`config.mk`:
```
export PLATFORM = sky130hd
export DESIGN_NAME = irq_condition_unit
export DESIGN_NICKNAME = d
export VERILOG_FILES = /design/src/rtl/irq_cond_pkg.sv /design/src/rtl/irq_sync.sv /design/src/rtl/irq_detect.sv /design/src/rtl/irq_regs.sv /design/src/rtl/irq_condition_unit.sv
export SDC_FILE = /design/constraint.sdc
export NUM_CORES = 1
export LEC_CHECK = 0
export BUFFER_PORTS_ARGS = -buffer_cell sky130_fd_sc_hd__buf_2
export CAP_MARGIN = 15
export CELL_PAD_IN_SITES_DETAIL_PLACEMENT = 1
export CELL_PAD_IN_SITES_GLOBAL_PLACEMENT = 2
export CORE_MARGIN = 2
export CORE_UTILIZATION = 30
export DETAILED_ROUTE_END_ITERATION = 6
export GPL_TIMING_DRIVEN = 1
export PLACE_DENSITY_LB_ADDON = 0.08
export SYNTH_ARGS = -nofsm -noshare
export SYNTH_HDL_FRONTEND = slang
export SYNTH_HIERARCHICAL = 1
export SYNTH_SLANG_ARGS = --single-unit
```
`constraint.sdc`:
```
create_clock -name clk -period 1.7 [get_ports clk]
set_input_delay 0.17 -clock clk [delete_from_list [all_inputs] [get_ports clk]]
set_output_delay 0.17 -clock clk [all_outputs]
set_load 0.02 [all_outputs]
```
`src/rtl/irq_cond_pkg.sv`:
```
package irq_cond_pkg;

  localparam int ADDR_W    = 10;
  localparam int DATA_W    = 32;
  localparam int CMD_IDX_W = 8;
  localparam int CMD_SET_B = 31;

  // Bank order matters: bank index = (word address - 0x40) / 32
  typedef enum logic [2:0] {
    BK_POL   = 3'd0,
    BK_TRIG  = 3'd1,
    BK_DUAL  = 3'd2,
    BK_CMD   = 3'd3,
    BK_CLR   = 3'd4,
    BK_SET   = 3'd5,
    BK_MASK  = 3'd6,
    BK_PEND  = 3'd7
  } bank_e;

  typedef struct packed {
    logic       hit;
    bank_e      bank;
    logic [2:0] word;
  } dec_t;

  function automatic dec_t decode_addr(input logic [ADDR_W-1:0] a);
    dec_t             d;
    logic [ADDR_W-1:0] rel;
    rel    = a - 10'h040;
    d.hit  = (a >= 10'h040) && (rel[9:8] == 2'b00) && (rel[4:3] == 2'b00);
    d.bank = bank_e'(rel[7:5]);
    d.word = rel[2:0];
    return d;
  endfunction

endpackage

```
`src/rtl/irq_sync.sv`:
```
module irq_sync #(
  parameter int WIDTH  = 64,
  parameter int STAGES = 2
) (
  input  logic             clk,
  input  logic             rst_n,
  input  logic [WIDTH-1:0] d_i,
  output logic [WIDTH-1:0] q_o
);
  logic [WIDTH-1:0] stage_q [STAGES];

  for (genvar s = 0; s < STAGES; s++) begin : g_stage
    always_ff @(posedge clk or negedge rst_n) begin
      if (!rst_n) stage_q[s] <= '0;
      else if (s == 0) stage_q[s] <= d_i;
      else stage_q[s] <= stage_q[(s == 0) ? 0 : s-1];
    end
  end

  assign q_o = stage_q[STAGES-1];
endmodule

```
`src/rtl/irq_detect.sv`:
```
module irq_detect #(
  parameter int NUM_IRQ = 64
) (
  input  logic               clk,
  input  logic               rst_n,
  input  logic [NUM_IRQ-1:0] sync_i,
  input  logic [NUM_IRQ-1:0] pol_i,
  input  logic [NUM_IRQ-1:0] trig_i,
  input  logic [NUM_IRQ-1:0] dual_i,
  input  logic [NUM_IRQ-1:0] cmd_set_i,
  input  logic [NUM_IRQ-1:0] cmd_clr_i,
  output logic [NUM_IRQ-1:0] pend_o
);
  logic [NUM_IRQ-1:0] prev_q;
  logic [NUM_IRQ-1:0] latch_q;
  logic [NUM_IRQ-1:0] evt;
  logic               live_q;

  for (genvar i = 0; i < NUM_IRQ; i++) begin : g_irq
    logic rise, fall, lvl;
    assign rise   = sync_i[i] & ~prev_q[i];
    assign fall   = ~sync_i[i] & prev_q[i];
    assign evt[i] = trig_i[i] & (dual_i[i] ? (rise | fall)
                                           : (pol_i[i] ? rise : fall));
    assign lvl    = pol_i[i] ? sync_i[i] : ~sync_i[i];
    assign pend_o[i] = trig_i[i] ? latch_q[i] : lvl;
  end

  always_ff @(posedge clk or negedge rst_n) begin
    if (!rst_n) begin
      prev_q  <= '0;
      latch_q <= '0;
      live_q  <= 1'b0;
    end else begin
      prev_q  <= sync_i;
      // a recorded edge or set command wins over a clear command
      latch_q <= (latch_q & ~cmd_clr_i) | evt | cmd_set_i;
      live_q  <= 1'b1;
    end
  end

  assert_latch_sticky_R4: assert property (@(posedge clk) disable iff (!rst_n)
    live_q |-> ((($past(latch_q) & ~$past(cmd_clr_i)) & ~latch_q) == '0));

  assert_edge_records_R4: assert property (@(posedge clk) disable iff (!rst_n)
    live_q |-> (($past(evt) & ~latch_q) == '0));

  assert_cmd_clear_R6: assert property (@(posedge clk) disable iff (!rst_n)
    live_q |-> (($past(cmd_clr_i & ~evt & ~cmd_set_i) & latch_q) == '0));

  assert_cmd_set_R6: assert property (@(posedge clk) disable iff (!rst_n)
    live_q |-> (($past(cmd_set_i) & ~latch_q) == '0));
endmodule

```
`src/rtl/irq_regs.sv`:
```
module irq_regs
  import irq_cond_pkg::*;
#(
  parameter int NUM_IRQ = 64
) (
  input  logic               clk,
  input  logic               rst_n,
  input  logic [ADDR_W-1:0]  bus_addr,
  input  logic               bus_wr,
  input  logic [DATA_W-1:0]  bus_wdata,
  input  logic               bus_rd,
  output logic [DATA_W-1:0]  bus_rdata,
  input  logic [NUM_IRQ-1:0] pend_i,
  output logic [NUM_IRQ-1:0] pol_o,
  output logic [NUM_IRQ-1:0] trig_o,
  output logic [NUM_IRQ-1:0] dual_o,
  output logic [NUM_IRQ-1:0] en_o,
  output logic [NUM_IRQ-1:0] cmd_set_o,
  output logic [NUM_IRQ-1:0] cmd_clr_o
);
  localparam int NUM_WORDS = (NUM_IRQ + DATA_W - 1) / DATA_W;
  localparam int PADW      = NUM_WORDS * DATA_W;
  localparam logic [PADW-1:0] VALID = {PADW{1'b1}} >> (PADW - NUM_IRQ);
  localparam int NUM_CFG   = 3;

  dec_t              dec;
  logic              word_ok;
  logic [PADW-1:0]   wvec, word_mask;
  logic [PADW-1:0]   cfg_q [NUM_CFG];
  logic [PADW-1:0]   en_q;
  logic [PADW-1:0]   set_vec, clr_vec;
  logic              cmd_hit;
  logic [CMD_IDX_W-1:0] cmd_idx;
  logic [NUM_IRQ-1:0]   cmd_onehot;
  logic [PADW-1:0]   rd_src, pend_pad;
  logic              rd_map;
  logic [DATA_W-1:0] rdata_q;
  logic              live_q;

  assign dec       = decode_addr(bus_addr);
  assign word_ok   = dec.hit && (32'(dec.word) < 32'(NUM_WORDS));
  assign wvec      = {NUM_WORDS{bus_wdata}};
  assign word_mask = word_ok ? ((PADW'(32'hFFFF_FFFF) << (DATA_W * dec.word)) & VALID)
                             : '0;

  // configuration banks share one write path, indexed by bank code
  for (genvar g = 0; g < NUM_CFG; g++) begin : g_cfg
    always_ff @(posedge clk or negedge rst_n) begin
      if (!rst_n) cfg_q[g] <= '0;
      else if (bus_wr && dec.bank == bank_e'(g))
        cfg_q[g] <= (cfg_q[g] & ~word_mask) | (wvec & word_mask);
    end
  end

  assign set_vec = (bus_wr && dec.bank == BK_SET) ? (wvec & word_mask) : '0;
  assign clr_vec = (bus_wr && dec.bank == BK_CLR) ? (wvec & word_mask) : '0;

  always_ff @(posedge clk or negedge rst_n) begin
    if (!rst_n) en_q <= '0;
    else        en_q <= (en_q | set_vec) & ~clr_vec;
  end

  assign cmd_hit    = bus_wr && dec.hit && (dec.bank == BK_CMD) && (dec.word == 3'd0);
  assign cmd_idx    = bus_wdata[CMD_IDX_W-1:0];
  assign cmd_onehot = (cmd_hit && (32'(cmd_idx) < 32'(NUM_IRQ)))
                      ? ({{(NUM_IRQ-1){1'b0}}, 1'b1} << cmd_idx) : '0;
  assign cmd_set_o  = bus_wdata[CMD_SET_B] ? cmd_onehot : '0;
  assign cmd_clr_o  = bus_wdata[CMD_SET_B] ? '0 : cmd_onehot;

  assign pend_pad = PADW'(pend_i);

  always_comb begin
    rd_map = word_ok;
    unique case (dec.bank)
      BK_POL:  rd_src = cfg_q[0];
      BK_TRIG: rd_src = cfg_q[1];
      BK_DUAL: rd_src = cfg_q[2];
      BK_MASK: rd_src = en_q;
      BK_PEND: rd_src = pend_pad;
      default: begin rd_src = '0; rd_map = 1'b0; end
    endcase
  end

  always_ff @(posedge clk or negedge rst_n) begin
    if (!rst_n) begin
      rdata_q <= '0;
      live_q  <= 1'b0;
    end else begin
      live_q <= 1'b1;
      if (bus_rd)
        rdata_q <= rd_map ? DATA_W'(rd_src >> (DATA_W * dec.word)) : '0;
    end
  end

  assign bus_rdata = rdata_q;
  assign pol_o  = cfg_q[0][NUM_IRQ-1:0];
  assign trig_o = cfg_q[1][NUM_IRQ-1:0];
  assign dual_o = cfg_q[2][NUM_IRQ-1:0];
  assign en_o   = en_q[NUM_IRQ-1:0];

  assert_set_enables_R7: assert property (@(posedge clk) disable iff (!rst_n)
    live_q |-> (($past(set_vec) & ~en_q) == '0));

  assert_clr_disables_R7: assert property (@(posedge clk) disable iff (!rst_n)
    live_q |-> (($past(clr_vec) & en_q) == '0));

  assert_zero_bits_hold_R7: assert property (@(posedge clk) disable iff (!rst_n)
    live_q |-> (((en_q ^ $past(en_q)) & ~$past(set_vec | clr_vec)) == '0));

  assert_unmapped_zero_R10: assert property (@(posedge clk) disable iff (!rst_n)
    (bus_rd && !rd_map) |=> (bus_rdata == '0));

  assert_rdata_hold_R11: assert property (@(posedge clk) disable iff (!rst_n)
    (live_q && !bus_rd) |=> $stable(bus_rdata));
endmodule

```
`src/rtl/irq_condition_unit.sv`:
```
module irq_condition_unit
  import irq_cond_pkg::*;
#(
  parameter int NUM_IRQ = 64
) (
  input  logic               clk,
  input  logic               rst_n,
  input  logic [NUM_IRQ-1:0] irq_in,
  input  logic [ADDR_W-1:0]  bus_addr,
  input  logic               bus_wr,
  input  logic [DATA_W-1:0]  bus_wdata,
  input  logic               bus_rd,
  output logic [DATA_W-1:0]  bus_rdata,
  output logic [NUM_IRQ-1:0] irq_req,
  output logic               irq_any
);
  logic [NUM_IRQ-1:0] sync_w, pend_w, pol_w, trig_w, dual_w, en_w, cset_w, cclr_w;

  irq_sync #(.WIDTH(NUM_IRQ), .STAGES(2)) u_sync (
    .clk(clk), .rst_n(rst_n), .d_i(irq_in), .q_o(sync_w));

  irq_regs #(.NUM_IRQ(NUM_IRQ)) u_regs (
    .clk(clk), .rst_n(rst_n), .bus_addr(bus_addr), .bus_wr(bus_wr),
    .bus_wdata(bus_wdata), .bus_rd(bus_rd), .bus_rdata(bus_rdata),
    .pend_i(pend_w), .pol_o(pol_w), .trig_o(trig_w), .dual_o(dual_w),
    .en_o(en_w), .cmd_set_o(cset_w), .cmd_clr_o(cclr_w));

  irq_detect #(.NUM_IRQ(NUM_IRQ)) u_detect (
    .clk(clk), .rst_n(rst_n), .sync_i(sync_w), .pol_i(pol_w),
    .trig_i(trig_w), .dual_i(dual_w), .cmd_set_i(cset_w),
    .cmd_clr_i(cclr_w), .pend_o(pend_w));

  assign irq_req = pend_w & en_w;
  assign irq_any = |irq_req;

  assert_req_needs_enable_R8: assert property (@(posedge clk) disable iff (!rst_n)
    (irq_req & ~en_w) == '0);

  assert_any_flags_R8: assert property (@(posedge clk) disable iff (!rst_n)
    irq_any |-> (irq_req != '0));
endmodule

```
Yosys cells after proc, flatten, opt, wreduce, memory -nomap -nowiden
Index checks and enable logic that the tools add are counted.
{"block": "totals", "reg_bits": 544, "input_bits": 110, "out_inout_bits": 97, "wordCells": 706}
{"block": "classes", "add_sub_neg": 1, "n_lt_le_gt_ge": 3, "n_eq_ne": 7, "shift": 3, "muxes": 265, "bitwise": 400, "n_reduce_logical": 18}
{"cell": "bitwise AND 64 bit", "count": 7}
{"cell": "2-to-1 mux 64 bit", "count": 6}
{"cell": "OR 64 bit", "count": 6}
{"cell": "one-hot mux 64 bit (5 select lines)", "count": 1}
{"cell": "2-to-1 mux 1 bit", "count": 257}
{"cell": "bitwise AND 1 bit", "count": 192}
{"cell": "inverter 64 bit", "count": 3}
{"cell": "inverter 1 bit", "count": 128}
{"cell": "OR 1 bit", "count": 64}
{"cell": "OR reduction 64 bit", "count": 1}
{"cell": "<< shifter 1 x 8 -> 64 bit, first input constant", "count": 1}
{"cell": "<< shifter 32 x 8 -> 64 bit, first input constant", "count": 1}
{"cell": "right shift 64 x 8 -> 32 bit", "count": 1}
{"cell": "2-to-1 mux 32 bit", "count": 1}
{"cell": "== test 3 bit, second input constant", "count": 4}
{"cell": "logical AND 1 bit", "count": 12}
{"cell": "greater-or-equal comparator 10 x 7 -> 1 bit, second input constant", "count": 1}
{"cell": "subtractor 10 x 7 -> 10 bit, second input constant", "count": 1}
{"cell": "less-than comparator 8 x 7 -> 1 bit, second input constant", "count": 1}
{"cell": "== test 3 x 2 -> 1 bit, second input constant", "count": 2}
{"cell": "logical NOT 3 bit", "count": 2}
{"cell": "OR reduction 5 bit", "count": 1}
{"cell": "logical NOT 2 bit", "count": 2}
{"cell": "== test 3 x 1 -> 1 bit, second input constant", "count": 1}
{"cell": "less-than comparator 3 x 2 -> 1 bit, second input constant", "count": 1}

Logic depth before layout (Yosys ltp)
Gate-level depths: netlist (run 1).
{"block": "depth", "ltp_word": 14, "mapped_depth": 14, "ltp_nobuf": 9}

Hierarchy
Netlist (run 1), hierarchy kept.
{"mod": "irq_regs", "n_inst": 1, "cells_each": 1465, "area_each_um2": 15089.5, "seq_area_each_um2": 7206.9}
{"mod": "irq_detect", "n_inst": 1, "cells_each": 960, "area_each_um2": 8817.2, "seq_area_each_um2": 3203.1}
{"mod": "irq_sync", "n_inst": 1, "cells_each": 192, "area_each_um2": 3683.5, "seq_area_each_um2": 3203.1}
{"mod": "irq_condition_unit", "n_inst": 1, "cells_each": 91, "area_each_um2": 599.3, "seq_area_each_um2": 0.0}

Least setup slack after synthesis (run 1)
Ideal clock, no wire load.
{"block": "synth_timing", "kind": "input-to-reg", "startpoint": "input bus_addr[6]", "endpoint": "register u_detect.latch_q[1]", "t_arrival_ps": 3139, "t_required_ps": 1562, "setup_slack_ps": -1577, "path_stages": 13, "cell_sequence": "clkbuf_1 -> buf_1 -> inv_1 -> clkbuf_1 -> ha_1 -> clkbuf_1 -> nand4b_1 -> or4b_2 -> or2_2 -> nor2_1 -> inv_1 -> a21oi_1 -> o221ai_1"}
{"block": "synth_via", "elab_chain_cells": 14}
{"item": "start: declaration", "line": "irq_condition_unit.sv:9", "source": "input logic [ADDR_W-1:0] bus_addr,"}
{"item": "subtractor 10 x 7 -> 10 bit", "line": "irq_cond_pkg.sv:29", "source": "rel = a - 10'h040;"}
{"item": "logical NOT 2 bit", "line": "irq_cond_pkg.sv:30", "source": "d.hit = (a >= 10'h040) && (rel[9:8] == 2'b00) && (rel[4:3] == 2'b00);"}
{"item": "logical AND 1 bit (2 in series)", "line": "irq_cond_pkg.sv:30"}
{"item": "logical AND 1 bit", "line": "irq_regs.sv:63", "source": "assign cmd_hit = bus_wr && dec.hit && (dec.bank == BK_CMD) && (dec.word == 3'd0);"}
{"item": "logical AND 1 bit * (2 in series)", "line": "irq_regs.sv:63"}
{"item": "logical AND 1 bit *", "line": "irq_regs.sv:65", "source": "assign cmd_onehot = (cmd_hit && (32'(cmd_idx) < 32'(NUM_IRQ)))"}
{"item": "2-to-1 mux 64 bit *", "line": "irq_regs.sv:66", "source": "? ({{(NUM_IRQ-1){1'b0}}, 1'b1} << cmd_idx) : '0;"}
{"item": "2-to-1 mux 64 bit *", "line": "irq_regs.sv:68", "source": "assign cmd_clr_o = bus_wdata[CMD_SET_B] ? '0 : cmd_onehot;"}
{"item": "net cclr_w[1]", "line": "irq_condition_unit.sv:17", "source": "logic [NUM_IRQ-1:0] sync_w, pend_w, pol_w, trig_w, dual_w, en_w, cset_w, cclr_w;"}
{"item": "inverter 64 bit *", "line": "irq_detect.sv:37", "source": "latch_q <= (latch_q & ~cmd_clr_i) | evt | cmd_set_i;"}
{"item": "bitwise AND 64 bit *", "line": "irq_detect.sv:37"}
{"item": "OR 64 bit * (2 in series)", "line": "irq_detect.sv:37"}
{"item": "end signal: assignment", "line": "irq_detect.sv:37"}
{"item": "end: declaration", "line": "irq_detect.sv:15", "source": "logic [NUM_IRQ-1:0] latch_q;"}
The timed path passes the listed nets; every way through them passes the cells marked *.
A chain may end at the register's enable or synchronous reset.

Final worst setup path (run 1)
{"block": "layout_timing", "startpoint": "register u_sync.stage_q (netlist bit u_sync/q_o[57])", "endpoint": "output irq_any"}
{"block": "layout_via", "elab_chain_cells": 5}
{"item": "start: declaration", "line": "irq_sync.sv:10", "source": "logic [WIDTH-1:0] stage_q [STAGES];"}
{"item": "start signal: indexed assignment", "line": "irq_sync.sv:15", "source": "else if (s == 0) stage_q[s] <= d_i;"}
{"item": "start signal: indexed assignment", "line": "irq_sync.sv:16", "source": "else stage_q[s] <= stage_q[(s == 0) ? 0 : s-1];"}
{"item": "inverter 1 bit", "line": "irq_detect.sv:25", "source": "assign lvl = pol_i[i] ? sync_i[i] : ~sync_i[i];"}
{"item": "2-to-1 mux 1 bit *", "line": "irq_detect.sv:25"}
{"item": "2-to-1 mux 1 bit *", "line": "irq_detect.sv:26", "source": "assign pend_o[i] = trig_i[i] ? latch_q[i] : lvl;"}
{"item": "net pend_w[57]", "line": "irq_condition_unit.sv:17"}
{"item": "bitwise AND 64 bit *", "line": "irq_condition_unit.sv:33", "source": "assign irq_req = pend_w & en_w;"}
{"item": "OR reduction 64 bit *", "line": "irq_condition_unit.sv:34", "source": "assign irq_any = |irq_req;"}
{"item": "end: declaration", "line": "irq_condition_unit.sv:15", "source": "output logic irq_any"}
Marks and branches as above.

==> results of run 1 <==
==> cells by family (layout without fill, tap and decap cells) <==
family	after synthesis	in the layout	synth area share
buffers and inverters	474	1409	0.0743
and+or+nand+nor	616	616	0.114
other	0	2	0
xor gates and xnor gates	65	65	0.0202
adders and majority gates	130	130	0.0577
AOI/OAI and AO/OA	525	525	0.116
DFF	544	544	0.483
muxes	354	354	0.135
==> what timing repair did <==
item                                    in CTS  in global routing
pin swaps                                  177                237
hold buffers                                96                  0
gates cloned                                 8                 13
resized for setup                          534                408
hold endpoints to repair                   816                  0
setup buffers                               80                 65
endpoints found under the setup margin     300                280
==> synthesized netlist by cell type, drive strengths merged, types with 7 or more instances <==
cell    instances
xor2           65
inv           231
nand2b         76
dfrtp         544
buf           123
o21ai         108
a22oi           8
a211oi         14
a221oi         12
o22ai          36
o32ai          17
nand3b         28
mux2i         150
nand4           9
a221o           9
and3            7
ha            130
or4            13
mux2          203
o221ai         64
nand3           7
nor3          182
o31ai           8
nor2           28
a21oi         218
clkbuf        120
nand2         179
and2           65
==> critical path, cell delays in order (launching register included) <==
cell and delay [ns]:
sky130_fd_sc_hd__dfrtp_1 0.41, sky130_fd_sc_hd__xor2_1 0.16, sky130_fd_sc_hd__o21ai_1 0.11, sky130_fd_sc_hd__and2_4 0.16
sky130_fd_sc_hd__or4_4 0.59, sky130_fd_sc_hd__nor4_4 0.54, sky130_fd_sc_hd__nand4_1 0.35, sky130_fd_sc_hd__buf_6 0.24
==> stage by stage <==
step | power [mW] | worst slack, ns | cell area, sq um | cells | utilization
finish | 33.5 | -1.64 | 43300 | 4899 | 0.465
global route | 34.7 | -1.71 | 43300 | 4899 | 0.465
CTS | 33.6 | -1.61 | 40800 | 4844 | 0.438
detailed placement | 17.1 | -1.69 | 35200 | 4550 | 0.377
global placement | 17.0 | -1.93 | 35100 | 4549 | 0.377
floorplan | 15.1 | -0.669 | 28500 | 2708 | -
==> where the power goes <==
part / switching, mW / internal [mW]
Clock: 6.29 / 9.59
Sequential: 0.267 / 13.3
Combinational: 2.32 / 1.72
==> placed cells by master, fill, tap and decap left out, drive strengths merged, types with 4 or more instances in the layout <==
master / instances
buf: 939
dfrtp: 544
inv: 235
a21oi: 218
mux2: 203
nor3: 182
nand2: 179
mux2i: 150
ha: 130
clkbuf: 120
o21ai: 108
dlygate4sd3: 96
nand2b: 76
and2: 65
xor2: 65
o221ai: 64
o22ai: 36
nand3b: 28
nor2: 28
o32ai: 17
clkinv: 15
a211oi: 14
or4: 13
a221oi: 12
a221o: 9
nand4: 9
a22oi: 8
o31ai: 8
nand3: 7
and3: 7
a22o: 5
a311oi: 5
or2: 5
a2111oi: 5
nor4: 5
bufinv: 4
==> per-layer routing <==
layer  up-vias  part of all wire
met1     12957              0.44
met3       203             0.039
li1      11135                 -
met2       553              0.48
met5         -           0.00023
met4         4             0.034
==> how the worst max path moves through the flow <==
| stage | from | endpoint | slack [ns] | cells after the start |
|---|---|---|---|---|
| final | u_sync/q_o[57] | irq_any | -1.64 | 7 |
| after global routing | u_sync/q_o[57] | irq_any | -1.71 | 7 |
| after CTS | flip-flop | irq_any | -1.61 | 7 |
| after detailed placement | u_sync/q_o[56] | irq_any | -1.69 | 8 |
| after global placement | u_sync/q_o[25] | irq_any | -1.93 | 8 |
| after floorplan | bus_addr[6] | u_detect/latch_q[33] | -0.67 | 13 |
==> area by class of cell <==
class,instances,area share
Multi-Input combinational cell,1690,0.350
Sequential cell,544,0.314
Timing Repair Buffer,1047,0.223
Clock buffer,108,0.0510
Tap cell,1254,0.0362
Inverter,231,0.0201
Clock inverter,23,0.00531
Antenna cell,2,0.000115
==> impl_results.rst, run 1 <==
.. list-table::
   :header-rows: 1

   * - Metric
     - Value
   * - Post-Route Skew
     - 0.0227 ns
   * - Routed wire length
     - ~130000 um
   * - Crit path required time
     - 1.53 ns
   * - Count of unresolved DRC violations after routing
     - 0
   * - Max Buffers Root-to-Sink
     - 3
   * - Layout area overhead
     - 53.8%
   * - Vias/cell
     - approximately 5
   * - Sink Count
     - approximately 540
   * - Total area of multi-input combinational cells
     - 0.0152 sq mm
   * - DR WL/cell
     - 26.1 um
   * - Vias in the first global route
     - 26857
   * - Die span in y
     - 311 um
   * - Fraction of met1 tracks used by global routing
     - 0.330
   * - Endpoint, Worst Hold
     - u_regs/en_o[31]
   * - Most crowded layer after global routing
     - met2
   * - Number of inserted filler cells in the final layout
     - 9880
   * - Overall die area
     - between 0.09 and 0.1 sq mm
   * - M2 GR Usage
     - 0.418
   * - Post-route worst setup slack
     - -1.64 ns
   * - Number of search-and-repair iterations in the first detailed-routing pass
     - 4
   * - Starting Density
     - 0.302
   * - Leak Pwr
     - 20.2 nW
   * - Syn_area_per_cell
     - between 10 and 15 sq um
   * - Final cycle utilization of the critical path
     - 1.96
   * - Power per cell area
     - 772 mW/mm^2
   * - Arr. time, crit path
     - 3.17 ns
   * - Number of hold violations in the final report
     - 0
   * - Most area-hungry cell type in the Yosys netlist
     - sky130_fd_sc_hd__dfrtp_1
   * - Hold Crit Start
     - bus_wdata[31]
   * - Worst hold slack after final layout
     - roughly 0.11 ns
   * - Cells on Worst Hold Path
     - 3
   * - Number of pins with negative max-slew slack in the final report
     - 0
   * - Highest achievable clock rate
     - between 200 and 300 MHz
   * - Final ANT Viol Nets
     - 0
   * - RSZ-0062 raised after global routing
     - true
   * - Ys flop type
     - sky130_fd_sc_hd__dfrtp_1
   * - Highest net fanout along the worst path
     - 4
   * - Row count
     - 112
   * - Number of top-level pins
     - approximately 210
   * - H-tree levels
     - 3
   * - Number of DRC violations after detailed-routing iteration 0
     - 1195
   * - Worst Hold Class
     - primary input to flip-flop
   * - Floorplan Core Area
     - roughly 0.093 sq mm
   * - Actual slew at the worst max-slew pin
     - between 0.8 and 0.9 ns
   * - Crit path kind
     - flip-flop to output port
   * - Number of distinct library cell variants in the gate-level netlist after synthesis
     - 59
   * - Crit path launch type
     - flip-flop
   * - Ys async rst share
     - 1.00
   * - Die X-Extent
     - 311 um
   * - Largest vdd supply drop
     - 552 uV
   * - Status
     - complete, but fails checks
   * - Relative max-transition margin
     - 0.443
   * - Depth of the worst register-to-register path
     - 8
   * - Violated checks
     - setup timing
   * - Synthesized flop and latch total
     - approximately 540
   * - Crit path time final
     - 3.34 ns
   * - Syn. warnings
     - 6
   * - Max-cap violations
     - 0
   * - Layout net count
     - 3825
   * - Routing usage on met3
     - 0.0410
   * - Number of synthesized flops with an enable pin
     - 0
   * - Seq/Total Area, Yosys
     - 0.483
   * - Register-to-register setup slack
     - -0.07 ns
   * - Destination of the worst register-to-register timing path
     - u_regs/bus_rdata[8]
   * - TritonCTS clock tree
     - done
   * - Count of input and output buffers
     - 206
   * - Sequential cell area
     - 0.0136 sq mm
   * - Global route total overflow
     - 0
   * - Overall global routing resource usage
     - 0.253
   * - Antenna violations before repair
     - 6
   * - Layout cell share with drive strength beyond 1
     - 0.443
   * - Clock tree root driver cell
     - sky130_fd_sc_hd__clkbuf_16
   * - Cell types with the largest area share after synthesis
     - sky130_fd_sc_hd__dfrtp_1, sky130_fd_sc_hd__mux2_1, sky130_fd_sc_hd__ha_1
   * - Global-route wire length before repair
     - ~180000 um
   * - Capturing element type of the critical path
     - output port
   * - Combined area of all synthesized cells
     - 0.0282 sq mm
   * - Total via count in the routed design
     - between 20000 and 25000
   * - Pin count of the biggest net entering global routing
     - 87
   * - Setup-failing EPs final
     - approximately 380
   * - Routability-driven placement congestion ratio
     - ~0.84
   * - Worst-skew pair later-pin latency
     - 0.63 ns
   * - Inserted Clock Buffers
     - 71
   * - Area fraction of the dominant cell type after synthesis
     - 0.483
   * - Detailed placement HPWL
     - 83600 um
   * - Setup TNS
     - -51.60 ns
   * - Synth Instances
     - 2708
   * - Synthesized net count
     - 2948
   * - Clock edge transition at the registers on the reported setup and hold paths
     - approximately 0.060 ns
(Power assumes the default switching activity.)
==> run 2: changes to the inputs <==
- GPL_ROUTABILITY_DRIVEN: default -> 0
- clock period: 1.7 -> 4.1 ns (I/O delays scaled with it)
==> run 2 against run 1 <==
Against the previous run: the run now ends clean; global-route usage down 1.7 points; via count down 12%; count of clock-buffer cells in the layout unchanged; cell area down 23%; first-iteration DRC count up 15%; sequential share of layout area up 9.4 points.
==> impl_results.rst, run 2 (same netlist as run 1, synthesis figures left out) <==
.. list-table::
   :header-rows: 1

   * - Metric
     - Value
   * - Die span in y
     - 311 um (unchanged)
   * - Clock tree root driver cell
     - sky130_fd_sc_hd__clkbuf_16
   * - Highest-delay cell along the critical path
     - sky130_fd_sc_hd__or4_1
   * - Count of input and output buffers
     - 206 (unchanged)
   * - Count of unresolved DRC violations after routing
     - 0 (unchanged)
   * - Worst hold slack after final layout
     - 0.0798 ns (-0.0343 ns)
   * - Power per cell area
     - 398 mW/mm^2 (-48%)
   * - Arr. time, crit path
     - 3.42 ns (+0.25 ns)
   * - Leak Pwr
     - 15.1 nW (-25%)
   * - Destination of the worst register-to-register timing path
     - u_regs/bus_rdata[16]
   * - Largest vdd supply drop
     - 242 uV (-56%)
   * - Routed wire length
     - 114000 um (-11%)
   * - Highest achievable clock rate
     - between 200 and 300 MHz
   * - Setup-failing EPs final
     - 0 (-100%)
   * - Depth of the worst register-to-register path
     - 6 (-2)
   * - Worst Hold Class
     - primary input to flip-flop
   * - Most frequent standard cell in the layout excluding fill and tap cells
     - sky130_fd_sc_hd__dfrtp_1
   * - Detailed placement HPWL
     - 74400 um (-11%)
   * - Hold Crit Start
     - bus_wdata[9]
   * - Layout net count
     - 3124 (-18%)
   * - Total buffers and inverters traversed by the critical path
     - 1 (unchanged)
   * - Largest stage delay on the critical path
     - 0.68 ns (+0.09 ns)
   * - Number of pins with negative max-slew slack in the final report
     - 0 (unchanged)
   * - Row count
     - 112 (unchanged)
   * - Antenna violations before repair
     - 14 (+8)
   * - Crit path required time
     - 3.69 ns (+2.16 ns)
   * - Commonest cells after routing, fill and taps aside
     - sky130_fd_sc_hd__dfrtp_1, sky130_fd_sc_hd__inv_1, sky130_fd_sc_hd__a21oi_1
   * - Critical R2R Launch
     - u_sync/q_o[16]
   * - Final cycle utilization of the critical path
     - 0.933
   * - Pin count of the biggest net entering global routing
     - 103 (+18%)
   * - DR WL/cell
     - 27.1 um (+3.8%)
   * - Register-to-register setup slack
     - 2.20 ns (+2.27 ns)
   * - Number of hold violations in the final report
     - 0 (unchanged)
   * - Layout cell share with drive strength beyond 1
     - 0.149 (-0.295)
   * - Actual slew at the worst max-slew pin
     - 0.920 ns (+0.0881 ns)
   * - Crit path kind
     - flip-flop to output port
   * - Total via count in the routed design
     - 21846 (-12%)
   * - Postcts setup bufs
     - 0 (-100%)
   * - Capturing element type of the critical path
     - output port
   * - Number of hold-repair buffers added at the cts stage
     - 65 (-32%)
   * - Global-route wire length before repair
     - 166000 um (-8.1%)
   * - Family with the most delay on the worst path
     - simple AND/OR/NAND/NOR gates
   * - Starting Density
     - 0.302 (unchanged)
   * - Crit path time final
     - 3.83 ns
   * - H-tree levels
     - 3 (unchanged)
   * - Count of cells resized by post-cts repair
     - 0 (-100%)
   * - Vias in the first global route
     - 23086 (-14%)
   * - Number of DRC violations after detailed-routing iteration 0
     - 1380 (+15%)
   * - Setup TNS
     - 0 ns (+51.60 ns)
   * - Worst-skew pair later-pin latency
     - 0.63 ns (about the same)
   * - RSZ-0062 raised after global routing
     - false
   * - Floorplan Core Area
     - 0.0932 sq mm (unchanged)
   * - Max Buffers Root-to-Sink
     - 3 (unchanged)
   * - Number of search-and-repair iterations in the first detailed-routing pass
     - 5 (+1)
   * - Overall global routing resource usage
     - 0.235 (-0.0174)
   * - Crit path launch type
     - flip-flop
   * - Inserted Clock Buffers
     - 73 (+2.8%)
   * - Status
     - finished, final reports clean
   * - TritonCTS clock tree
     - done
   * - Die X-Extent
     - 311 um (unchanged)
   * - Overall die area
     - 0.0964 sq mm (unchanged)
   * - Global route total overflow
     - 0 (unchanged)
   * - Final design instance area without fill
     - 0.0334 sq mm (-23%)
   * - Number of top-level pins
     - 207 (unchanged)
   * - Final ANT Viol Nets
     - 0 (unchanged)
   * - Placed insts
     - 3998 (-12%)
   * - Post-placement cell area
     - 0.0303 sq mm (-14%)
   * - Layout area overhead
     - 18.3%
   * - Clock edge transition at the registers on the reported setup and hold paths
     - 0.06 ns (about the same)
   * - Endpoint, Worst Hold
     - u_regs/en_o[9]
   * - Cells along the critical path
     - xor2_1 -> o21ai_0 -> and2_1 -> or4_1 -> nor4_1 -> nand4_1 -> buf_2
   * - Cells on Worst Hold Path
     - 2 (-1)
   * - Highest net fanout along the worst path
     - 4 (unchanged)
   * - Max-cap violations
     - 0 (unchanged)
   * - Sink Count
     - 544 (unchanged)
   * - Vias/cell
     - 5.21 (+2.7%)
   * - Relative max-transition margin
     - 0.386 (-0.0576)
   * - Final cell count without fillers
     - 4195 (-14%)
   * - Final total power
     - 13.3 mW (-60%)
   * - Post-Route Skew
     - 0.0192 ns (-0.00348 ns)
-- run 2: changes by cell type in the layout (fill, tap and decap cells not counted), sizes merged --
cell         before  now
buf             939  279
clkinvlp          0    2
clkbuf          120  108
clkinv           15   13
dlygate4sd3      96   65
diode             2    3
inv             235  233
-- run 2: layout make-up --
class | count | area (sq um)
antenna | 3 | 7.51
timing repair buffer | 344 | 2360
clock buffer | 108 | 2210
multi-input combinational | 1690 | 12500
sequential | 544 | 13600
inverter | 231 | 867
clock inverter | 21 | 218
tap | 1254 | 1570
fill | 10301 | 59800
-- run 2: routing by layer --
metal	wire [um]	GRT usage	share of wire
met1	51700	0.320	0.45
met2	53400	0.385	0.47
met3	4890	0.0342	0.043
met4	3660	0.0741	0.032
met5	12	0	0.00011
-- run 2: metrics by stage --
stage,utilization,worst slack (ns)
after CTS,0.358,0.205
after global placement,0.325,0.843
after floorplan,-,0.583
after global routing,0.358,0.0513
final,0.358,0.274
after detailed placement,0.325,0.857
-- run 2: worst reg2reg max path, delay by kind of cell (launching register included) --
family / cells / cell delay, ns
mux: 1 / 0.15
xor+xnor: 1 / 0.17
compound gates: 4 / 1.05
flops: 1 / 0.42
-- run 2: worst max-delay path by stage --
stage                                endpoint  cells past startpoint            from  slack (ns)
after floorplan           u_detect/latch_q[1]                     13     bus_addr[6]        0.58
after global placement    u_detect/latch_q[7]                     12     bus_addr[6]        0.84
after detailed placement  u_detect/latch_q[7]                     12     bus_addr[6]        0.86
after CTS                             irq_any                      7  u_sync/q_o[46]        0.21
after global routing                  irq_any                      7  u_sync/q_o[46]        0.05
final                                 irq_any                      7  u_sync/q_o[46]        0.27
-- run 2: where the power goes --
part | internal [mW] | leakage [nW] | switching (mW)
Clock | 3.97 | 1.20 | 2.54
Sequential | 5.52 | 6.81 | 0.142
Combinational | 0.355 | 7.10 | 0.763
Total | 9.84 | 15.1 | 3.45
